## config.mk

```make
export PLATFORM = sky130hd
export DESIGN_NAME = mux_tx_scanner
export DESIGN_NICKNAME = d
export VERILOG_FILES = /design/src/rtl/txs_pkg.sv /design/src/rtl/txs_ctrl.sv /design/src/rtl/txs_scanner.sv /design/src/rtl/txs_line.sv /design/src/rtl/mux_tx_scanner.sv
export SDC_FILE = /design/constraint.sdc
export NUM_CORES = 1
export LEC_CHECK = 0
export ABC_AREA = 0
export BUFFER_PORTS_ARGS = -buffer_cell sky130_fd_sc_hd__buf_2
export CAP_MARGIN = 20
export CORE_ASPECT_RATIO = 1.2
export CORE_MARGIN = 2
export CORE_UTILIZATION = 54
export CTS_BUF_LIST = sky130_fd_sc_hd__clkbuf_2
export CTS_CLUSTER_DIAMETER = 200
export DETAILED_ROUTE_END_ITERATION = 16
export PLACE_DENSITY = 0.86
export SLEW_MARGIN = 40
export SYNTH_ARGS = -nofsm -noshare
export SYNTH_HDL_FRONTEND = slang
export SYNTH_HIERARCHICAL = 1
export SYNTH_SLANG_ARGS = --single-unit
```

## constraint.sdc

```tcl
create_clock -name clk -period 1.8 [get_ports clk]
set_input_delay 0.27 -clock clk [delete_from_list [all_inputs] [get_ports clk]]
set_output_delay 0.27 -clock clk [all_outputs]
set_load 0.02 [all_outputs]
```

## src/rtl/txs_pkg.sv

```systemverilog
package txs_pkg;

    localparam int MAX_LINES = 16;
    localparam int IDX_W     = 4;

    // Control/status bit positions
    localparam int CSR_CLR      = 4;
    localparam int CSR_SCAN     = 5;
    localparam int CSR_LINE_LSB = 8;
    localparam int CSR_TIE      = 14;
    localparam int CSR_RDY      = 15;

    typedef enum logic [1:0] {
        REG_CSR  = 2'd0,
        REG_LEN  = 2'd1,
        REG_TXD  = 2'd2,
        REG_NONE = 2'd3
    } reg_sel_e;

    typedef struct packed {
        logic             found;
        logic [IDX_W-1:0] idx;
    } pick_t;

    // Round-robin search: first candidate after 'last', wrapping modulo n.
    function automatic pick_t rr_pick(input logic [MAX_LINES-1:0] cand,
                                      input int n,
                                      input logic [IDX_W-1:0] last);
        pick_t r;
        int    idx;
        r.found = 1'b0;
        r.idx   = '0;
        for (int k = 1; k <= MAX_LINES; k++) begin
            idx = (int'(last) + k) % n;
            if (k <= n && !r.found && cand[idx]) begin
                r.found = 1'b1;
                r.idx   = IDX_W'(idx);
            end
        end
        return r;
    endfunction

endpackage

```

## src/rtl/txs_ctrl.sv

```systemverilog
module txs_ctrl
    import txs_pkg::*;
#(
    parameter int NLINES     = 4,
    parameter int RST_CYCLES = 6
) (
    input  logic              clk,
    input  logic              rst,
    input  logic              host_we,
    input  logic [1:0]        host_addr,
    input  logic [15:0]       host_wdata,
    output logic              scan_q,
    output logic              tie_q,
    output logic [NLINES-1:0] en_q,
    output logic              busy_q,
    output logic              scan_d,
    output logic [NLINES-1:0] en_d,
    output logic              wipe,
    output logic              txd_wr
);

    localparam int RC_W = (RST_CYCLES > 1) ? $clog2(RST_CYCLES) : 1;

    reg_sel_e        sel;
    logic            sel_csr;
    logic            sel_len;
    logic            sel_txd;
    logic            clr_start;
    logic            tie_d;
    logic [RC_W-1:0] cnt_q;
    logic            unused_ok;

    assign sel     = reg_sel_e'(host_addr);
    assign sel_csr = host_we && (sel == REG_CSR);
    assign sel_len = host_we && (sel == REG_LEN);
    assign sel_txd = host_we && (sel == REG_TXD);

    assign clr_start = !busy_q && sel_csr && host_wdata[CSR_CLR];
    assign wipe      = busy_q || clr_start;
    assign txd_wr    = !wipe && sel_txd;

    assign unused_ok = ^host_wdata;

    always_comb begin
        scan_d = scan_q;
        tie_d  = tie_q;
        en_d   = en_q;
        if (wipe) begin
            scan_d = 1'b0;
            tie_d  = 1'b0;
            en_d   = '0;
        end else begin
            if (sel_csr) begin
                scan_d = host_wdata[CSR_SCAN];
                tie_d  = host_wdata[CSR_TIE];
            end
            if (sel_len) begin
                en_d = host_wdata[NLINES-1:0];
            end
        end
    end

    always_ff @(posedge clk) begin
        if (rst) begin
            scan_q <= 1'b0;
            tie_q  <= 1'b0;
            en_q   <= '0;
            busy_q <= 1'b0;
            cnt_q  <= '0;
        end else begin
            scan_q <= scan_d;
            tie_q  <= tie_d;
            en_q   <= en_d;
            if (clr_start) begin
                busy_q <= 1'b1;
                cnt_q  <= RC_W'(RST_CYCLES - 1);
            end else if (busy_q) begin
                if (cnt_q == '0) begin
                    busy_q <= 1'b0;
                end else begin
                    cnt_q <= cnt_q - 1'b1;
                end
            end
        end
    end

endmodule

```

## src/rtl/txs_scanner.sv

```systemverilog
module txs_scanner
    import txs_pkg::*;
#(
    parameter int NLINES = 4,
    parameter int LINE_W = 2
) (
    input  logic              clk,
    input  logic              rst,
    input  logic              wipe,
    input  logic [NLINES-1:0] en_d,
    input  logic              scan_d,
    input  logic [NLINES-1:0] hold_full,
    input  logic              txd_wr,
    output logic              ready_q,
    output logic [LINE_W-1:0] line_q,
    output logic [NLINES-1:0] load_vec
);

    logic [IDX_W-1:0]     last_q;
    logic [NLINES-1:0]    cand;
    pick_t                pick;
    logic                 accept;
    logic                 cur_en;
    logic                 unused_ok;

    assign cand   = en_d & ~hold_full;
    assign pick   = rr_pick(MAX_LINES'(cand), NLINES, last_q);
    assign accept = ready_q && txd_wr;
    assign cur_en = en_d[line_q];

    assign unused_ok = ^pick.idx;

    generate
        for (genvar i = 0; i < NLINES; i++) begin : g_load
            assign load_vec[i] = accept && (line_q == LINE_W'(i));
        end
    endgenerate

    always_ff @(posedge clk) begin
        if (rst || wipe) begin
            ready_q <= 1'b0;
            line_q  <= '0;
            last_q  <= IDX_W'(NLINES - 1);
        end else if (ready_q) begin
            if (accept) begin
                last_q <= IDX_W'(line_q);
            end
            if (accept || !cur_en || !scan_d) begin
                ready_q <= 1'b0;
            end
        end else if (scan_d && pick.found) begin
            ready_q <= 1'b1;
            line_q  <= pick.idx[LINE_W-1:0];
        end
    end

endmodule

```

## src/rtl/txs_line.sv

```systemverilog
module txs_line #(
    parameter int DATA_W     = 8,
    parameter int BIT_CYCLES = 4
) (
    input  logic              clk,
    input  logic              rst,
    input  logic              wipe,
    input  logic              load,
    input  logic [DATA_W-1:0] data,
    output logic              hold_full,
    output logic              ser
);

    localparam int FRAME_W = DATA_W + 2;
    localparam int BITS_W  = $clog2(FRAME_W + 1);
    localparam int DIV_W   = (BIT_CYCLES > 1) ? $clog2(BIT_CYCLES) : 1;

    logic [DATA_W-1:0]  hold_q;
    logic [FRAME_W-1:0] shift_q;
    logic               busy_q;
    logic [BITS_W-1:0]  bits_q;
    logic [DIV_W-1:0]   div_q;
    logic               take;

    assign take = !busy_q && hold_full;
    assign ser  = busy_q ? shift_q[0] : 1'b1;

    always_ff @(posedge clk) begin
        if (rst || wipe) begin
            hold_q    <= '0;
            hold_full <= 1'b0;
            shift_q   <= '1;
            busy_q    <= 1'b0;
            bits_q    <= '0;
            div_q     <= '0;
        end else begin
            if (load) begin
                hold_q    <= data;
                hold_full <= 1'b1;
            end else if (take) begin
                hold_full <= 1'b0;
            end

            if (take) begin
                shift_q <= {1'b1, hold_q, 1'b0};
                busy_q  <= 1'b1;
                bits_q  <= BITS_W'(FRAME_W);
                div_q   <= DIV_W'(BIT_CYCLES - 1);
            end else if (busy_q) begin
                if (div_q == '0) begin
                    div_q   <= DIV_W'(BIT_CYCLES - 1);
                    shift_q <= {1'b1, shift_q[FRAME_W-1:1]};
                    bits_q  <= bits_q - 1'b1;
                    if (bits_q == BITS_W'(1)) begin
                        busy_q <= 1'b0;
                    end
                end else begin
                    div_q <= div_q - 1'b1;
                end
            end
        end
    end

endmodule

```

## src/rtl/mux_tx_scanner.sv

```systemverilog
module mux_tx_scanner
    import txs_pkg::*;
#(
    parameter int NLINES     = 4,
    parameter int DATA_W     = 8,
    parameter int BIT_CYCLES = 4,
    parameter int RST_CYCLES = 6
) (
    input  logic              clk,
    input  logic              rst,
    input  logic              host_we,
    input  logic [1:0]        host_addr,
    input  logic [15:0]       host_wdata,
    output logic [15:0]       csr_rdata,
    output logic [15:0]       line_en_rdata,
    output logic              tx_irq,
    output logic [NLINES-1:0] ser_out
);

    localparam int LINE_W = (NLINES > 1) ? $clog2(NLINES) : 1;

    logic              scan_q;
    logic              tie_q;
    logic [NLINES-1:0] en_q;
    logic              busy_q;
    logic              scan_d;
    logic [NLINES-1:0] en_d;
    logic              wipe;
    logic              txd_wr;
    logic              ready_q;
    logic [LINE_W-1:0] line_q;
    logic [NLINES-1:0] load_vec;
    logic [NLINES-1:0] hold_full;

    txs_ctrl #(
        .NLINES     (NLINES),
        .RST_CYCLES (RST_CYCLES)
    ) u_ctrl (
        .clk        (clk),
        .rst        (rst),
        .host_we    (host_we),
        .host_addr  (host_addr),
        .host_wdata (host_wdata),
        .scan_q     (scan_q),
        .tie_q      (tie_q),
        .en_q       (en_q),
        .busy_q     (busy_q),
        .scan_d     (scan_d),
        .en_d       (en_d),
        .wipe       (wipe),
        .txd_wr     (txd_wr)
    );

    txs_scanner #(
        .NLINES (NLINES),
        .LINE_W (LINE_W)
    ) u_scan (
        .clk       (clk),
        .rst       (rst),
        .wipe      (wipe),
        .en_d      (en_d),
        .scan_d    (scan_d),
        .hold_full (hold_full),
        .txd_wr    (txd_wr),
        .ready_q   (ready_q),
        .line_q    (line_q),
        .load_vec  (load_vec)
    );

    generate
        for (genvar i = 0; i < NLINES; i++) begin : g_line
            txs_line #(
                .DATA_W     (DATA_W),
                .BIT_CYCLES (BIT_CYCLES)
            ) u_line (
                .clk       (clk),
                .rst       (rst),
                .wipe      (wipe),
                .load      (load_vec[i]),
                .data      (host_wdata[DATA_W-1:0]),
                .hold_full (hold_full[i]),
                .ser       (ser_out[i])
            );
        end
    endgenerate

    always_comb begin
        csr_rdata                           = '0;
        csr_rdata[CSR_RDY]                  = ready_q;
        csr_rdata[CSR_TIE]                  = tie_q;
        csr_rdata[CSR_LINE_LSB +: LINE_W]   = line_q;
        csr_rdata[CSR_SCAN]                 = scan_q;
        csr_rdata[CSR_CLR]                  = busy_q;
    end

    assign line_en_rdata = 16'(en_q);
    assign tx_irq        = ready_q && tie_q;

endmodule

```

After elaboration in Yosys (flattened, before gate mapping)
Cells that the tools add are included.

Shifts and indexed selects: 0. $lt $le $gt $ge: 5. Bitwise gates (word level): 8. Multiply operators: 0. Equality and inequality tests: 10. Muxes and demuxes: 95. Reductions and logical operators: 77. Add/subtract/negate cells: 13. Divide/modulo/power cells: 0.

Operator list (number): $mux W9 (12); $mux W4 (14); $mux W1 (45); $reduce_bool A2 Y1 (13); $lt A3 B6 Y1 const B (4); $mux W2 (12); $reduce_and A2 Y1 (12); $logic_and A1 B1 Y1 (20); $mux W5 (4); $reduce_or A2 Y1 (10); $eq A4 B1 Y1 const B (4); $sub A4 B1 Y4 const B (4); $bmux W1 S3 (4); $logic_not A2 Y1 (6); $logic_not A1 Y1 (11); $mux W3 (3); $sub A2 B1 Y2 const B (4); $eq A2 B2 Y1 const B (3); $add A2 B1 Y2 const B (2); $add A2 B2 Y2 const B (2); $and A1 B1 Y1 const A (4); $and A4 B4 Y4 (1); $eq A2 B1 Y1 const B (2); $logic_or A1 B1 Y1 (4); 7 further kinds (8).

Memory bits (read-only): 0. Memory bits (writable): 0. Memories kept: 0. Logic and storage cells: 245. Register bits: 115. Latch bits: 0. Input port bits: 21. Output and inout bits: 37.

Logic depth before layout (Yosys ltp)
Word-level depth: 23. Gate-level depth with buffers: 8.

By module
The synthesis kept the hierarchy.

Modules (own cells, without submodules): txs_line (instances 4, sequential area each 500.5 µm², area an instance 1046.0 µm², cells an instance 106); txs_ctrl (instances 1, sequential area each 200.2 µm², area an instance 539.3 µm², cells an instance 55); txs_scanner (instances 1, sequential area each 100.1 µm², area an instance 370.4 µm², cells an instance 45); mux_tx_scanner (instances 1, sequential area each 0.0 µm², area an instance 205.2 µm², cells an instance 28).

Worst setup path after synthesis
OpenSTA, ideal clock, no wires.

Path kind: input to register. Start point: in host_wdata[4]. End point: reg u_scan.ready_q. Stages: 8. Path buffers: 1. Arrival: 1630 ps. Slack: 54 ps. Data required time: 1684 ps. Library setup time: 116 ps. Path through: nor2b_2 > a31o_1 > buf_6 > nor2_1 > mux4_2 > nand3b_1 > o21ai_1 > and3_1.

Word-level cells in the longest chain between the ends: 20. Elaborated cells on any way between the ends: 41. Classes of those cells: mux (23); bitwise (1); reduce/logical (17).

Ends and longest elaborated chain: start: declaration (line mux_tx_scanner.sv:13) `input logic [15:0] host_wdata,`; $logic_and A1 B1 Y1 * (line txs_ctrl.sv:38) `assign clr_start = !busy_q && sel_csr && host_wdata[CSR_CLR];`; $logic_or A1 B1 Y1 * (line txs_ctrl.sv:39) `assign wipe = busy_q || clr_start;`; via wipe (line mux_tx_scanner.sv:28) `logic wipe;`; $mux W4 * (line txs_ctrl.sv:48) `if (wipe) begin`; via en_d[3] (line mux_tx_scanner.sv:27) `logic [NLINES-1:0] en_d;`; $and A4 B4 Y4 (line txs_scanner.sv:26) `assign cand = en_d & ~hold_full;`; $bmux W1 S3 (line txs_pkg.sv:35) `if (k <= n && !r.found && cand[idx]) begin`; $mux W1 (implied by the code) (2 in series) (line txs_pkg.sv:35); (+5 left out); $logic_and A1 B1 Y1 (line txs_pkg.sv:35); $mux W5 (line txs_pkg.sv:35); $logic_not A1 Y1 (line txs_pkg.sv:35); $logic_and A1 B1 Y1 (line txs_pkg.sv:35); $mux W5 (line txs_pkg.sv:35); $logic_and A1 B1 Y1 (line txs_scanner.sv:51) `end else if (scan_d && pick.found) begin`; $mux W1 (line txs_scanner.sv:51); $mux W1 * (line txs_scanner.sv:44) `end else if (ready_q) begin`; end signal: assignment (line txs_scanner.sv:41) `ready_q <= 1'b0;`; end signal: assignment (line txs_scanner.sv:49) `ready_q <= 1'b0;`; end signal: assignment (line txs_scanner.sv:52) `ready_q <= 1'b1;`; end: declaration (line txs_scanner.sv:14) `output logic ready_q,`.

Mark *: on every way through the listed nets, which the timed path passes. The rest lies on a longest branch. The select of a mux whose other input is x is not followed. A chain may end at the register's enable or synchronous reset.

Worst setup path in the final report
Start point: reg u_ctrl.busy_q. End point: reg u_scan.line_q[0].

Elaborated cells on any way between the ends: 32. Classes of those cells: mux (18); bitwise (1); reduce/logical (13).

RTL lines: start: declaration (line txs_ctrl.sv:15) `output logic busy_q,`; start signal: assignment (line txs_ctrl.sv:68) `busy_q <= 1'b0;`; start signal: assignment (line txs_ctrl.sv:75) `busy_q <= 1'b1;`; start signal: assignment (line txs_ctrl.sv:79) `busy_q <= 1'b0;`; $logic_not A1 Y1 (line txs_ctrl.sv:38); $logic_and A1 B1 Y1 (2 in series) (line txs_ctrl.sv:38); $logic_or A1 B1 Y1 * (line txs_ctrl.sv:39); via wipe (line mux_tx_scanner.sv:28); $mux W1 * (line txs_ctrl.sv:48); via scan_d (line mux_tx_scanner.sv:26) `logic scan_d;`; $logic_and A1 B1 Y1 * (line txs_scanner.sv:51); $reduce_and A2 Y1 (no source line) *; end signal: assignment (line txs_scanner.sv:53) `line_q <= pick.idx[LINE_W-1:0];`; end: declaration (line txs_scanner.sv:15) `output logic [LINE_W-1:0] line_q,`.

Marks and branches as above.

==> results.yml <==
routing:
  ant_nets: 0
  first_iter_violations: 197
  vias_per_cell: 5.41
  drc: 0
  vias: 4035
  drtPass1Iterations: 5
  finalWirelength_um: 10900
  wire_per_inst_um: 14.6
floorplan:
  row_count: 39
  die_area_mm2: 0.0106
  io_pins: 58
  core_area_mm2: 0.00952
  die_y_um: 113
  start_util: 0.557
  dieWidth_um: 94.4
synthesis:
  yosysTopAreaCell: "dfxtp_1"
  ys_seq_area_frac: 0.434
  netlist_top_cells_area: "dfxtp_1, mux2i_1, a2bb2oi_1"
  synth_edf_count: 0
  synth.avg_cell_area_um2: 9.60
  async_reset_ff_frac: 0
  ys_seq_elements: 115
  ys_types: 55
  postSynthCellCount: 552
  ys_warn_count: 6
  syn_area_mm2: 0.00530
  synth_top_area_frac: 0.434
  synth_top_flop_cell: "dfxtp_1"
finish:
  fin_util: 0.624
  ff_latch_area_mm2: 0.00231
  final_cell_mix: "dfxtp_1, mux2i_1, nor2_1"
  final_common_cell: "dfxtp_1"
  multi_input_area_mm2: 0.00264
  final_nets: 644
  fillers: 774
  syn_to_final_growth_pct: 12.0
  layout-drive-gt1-share: 0.195
cts:
  clk_latency_ns: 0.64
  root_buffer: "clkbuf_2"
  clock_path_buffers: 2
  clk_pin_slew_ns: 0.16
  cts_tree: "done"
  cts_sinks: 115
  cts_max_level: 4
  cts_buffers: 17
placement:
  place.gp.congestion: 0.935
  port_buffers: 28
  hpwl_um: 7770
grt:
  grt_pass1_wl_um: 18200
  grt-ovfl-total: 0
  grt_start_max_net_pins: 20
  antenna_found_initial: 1
  grt_usage: 0.217
  grt_pass1_vias: 4019
power:
  ir_worst_vdd_mv: 0.401
  pwr-share-seq: 0.530
  p_sw_mw: 1.13
  combPwrFrac: 0.066
  p_clk_frac: 0.405
  p_sw_frac: 0.233
  intPower_mw: 3.71
  power.leakage_nw: 2.31
  cellPowerDensity_mw_per_mm2: 816
sta:
  slew_violations: 0
  final_hold_viol_count: 0
  holdWs_ns: 0.0692
  fin_crit_sh: 0.955
  finClkSkew_ns: 0.0289
  max_freq_mhz: 581
  period_needed_ns: 1.72
  final-setup-viol-count: 0
  rsz0062_at_grt: "true"
setup_path:
  critPathKind: "flip-flop to flip-flop"
  critPathArrivalTime_ns: 2.26
  end_kind: "flip-flop"
  cp_max_fo: 7
  worst_ep_required_time_ns: 2.34
  worst_setup_path_start_kind: "flip-flop"
hold_path:
  hold_path.class: "input port to flip-flop"
status:
  outcome: "complete, no violations"
job:
  drv_cap: 0
-- cell families (layout without fill, tap and decap cells) --
family                   after synthesis  in the layout  share of synthesized area
other                                  1             23                   0.000708
AO/OA/AOI/OAI                         86             86                      0.116
flip-flops                           115            115                      0.434
XOR/XNOR                               8              8                     0.0132
multiplexers                          68             68                      0.131
AND/OR/NAND/NOR                      187            187                      0.188
adder cells (fa/ha/maj)               14             14                     0.0331
buffers and inverters                 73            122                     0.0841
-- worst paths after layout --
check,start,depth (start not counted),endpoint,slack (ns)
max,u_ctrl/busy_q$_SDFF_PP0_,6,u_scan/line_q[0]$_SDFFE_PP0P_,0.08
max reg2reg,u_ctrl/busy_q$_SDFF_PP0_,6,u_scan/line_q[0]$_SDFFE_PP0P_,0.08
min,host_wdata[4],4,g_line[1].u_line/hold_q[4]$_SDFFE_PP0P_,0.07
min reg2reg,g_line[3].u_line/shift_q[0]$_SDFFE_PP1P_,2,g_line[3].u_line/shift_q[0]$_SDFFE_PP1P_,0.47
-- flip-flops by register name, summed over array words and instances, names as in the netlist, 3 cells and up --
register,count
g_line.u_line/shift_q,36
g_line.u_line/hold_q,32
g_line.u_line/bits_q,16
g_line.u_line/div_q,8
g_line.u_line/busy_q,4
g_line.u_line/hold_full,4
u_ctrl/en_q,4
u_ctrl/cnt_q,3
-- cell type report --
class	count	area share
multi-input cells	385	0.444
flip-flops and latches	115	0.389
repair buffers	70	0.0805
clock inverters	13	0.0318
well taps	123	0.0259
clock buffers	19	0.0160
inverters	20	0.0126
diodes	1	0.000422
-- critical path, cell delays in order, from the launching register on --
cell and delay, ns:
dfxtp_1 0.36, a31o_2 0.28, buf_4 0.17, nor2_1 0.12
nor2b_1 0.26, o41ai_2 0.15, o31ai_1 0.31
-- Yosys cell counts (5+ instances only) --
| cell type | n |
|---|---|
| inv_1 | 19 |
| nand2b_1 | 6 |
| mux2i_1 | 67 |
| o21ai_0 | 16 |
| buf_6 | 5 |
| and2_1 | 6 |
| nand2_1 | 21 |
| o31ai_1 | 5 |
| a21oi_1 | 16 |
| dfxtp_1 | 115 |
| buf_2 | 12 |
| ha_1 | 14 |
| nor2_2 | 5 |
| nand3_1 | 12 |
| a31oi_1 | 5 |
| clkbuf_2 | 5 |
| nor2_1 | 61 |
| a2bb2oi_1 | 28 |
| buf_4 | 30 |
| nor3_1 | 32 |
| and3_1 | 6 |
-- per-layer routing --
layer,track usage,vias to the layer above,share of wire
met1,0.254,1913,0.44
met4,0.0966,0,0.019
met5,0,-,0
li1,-,2010,-
met2,0.366,94,0.50
met3,0.0617,18,0.045
-- per-stage QoR --
step	area [um2]	setup TNS (ns)	worst slack (ns)	power, mW	instances
after global placement	5540	-0.306	-0.100	2.91	703
after floorplan	5380	0	0.0543	2.84	573
after global routing	5940	-0.00211	-0.00211	5.04	746
after CTS	5920	0	0.0475	4.88	744
after detailed placement	5540	-0.989	-0.215	2.91	703
final	5940	0	0.0801	4.84	746
-- power groups by stage --
stage | Combinational, mW | Sequential (mW) | Clock, mW
final | 0.317 | 2.56 | 1.96
after global routing | 0.342 | 2.57 | 2.13
after CTS | 0.312 | 2.56 | 2.01
after detailed placement | 0.296 | 2.62 | 0
after global placement | 0.288 | 2.62 | 0
after floorplan | 0.215 | 2.62 | 0
-- repair_timing --
item / in CTS / in global routing
hold buffers: 9 / 0
pin swaps: 0 / 0
setup endpoints to repair: 4 / 6
endpoints found under the hold margin: 29 / 0
gates resized for setup: 4 / 3
setup buffers: 0 / 1
Note: power is estimated with default switching activity, not from simulation.
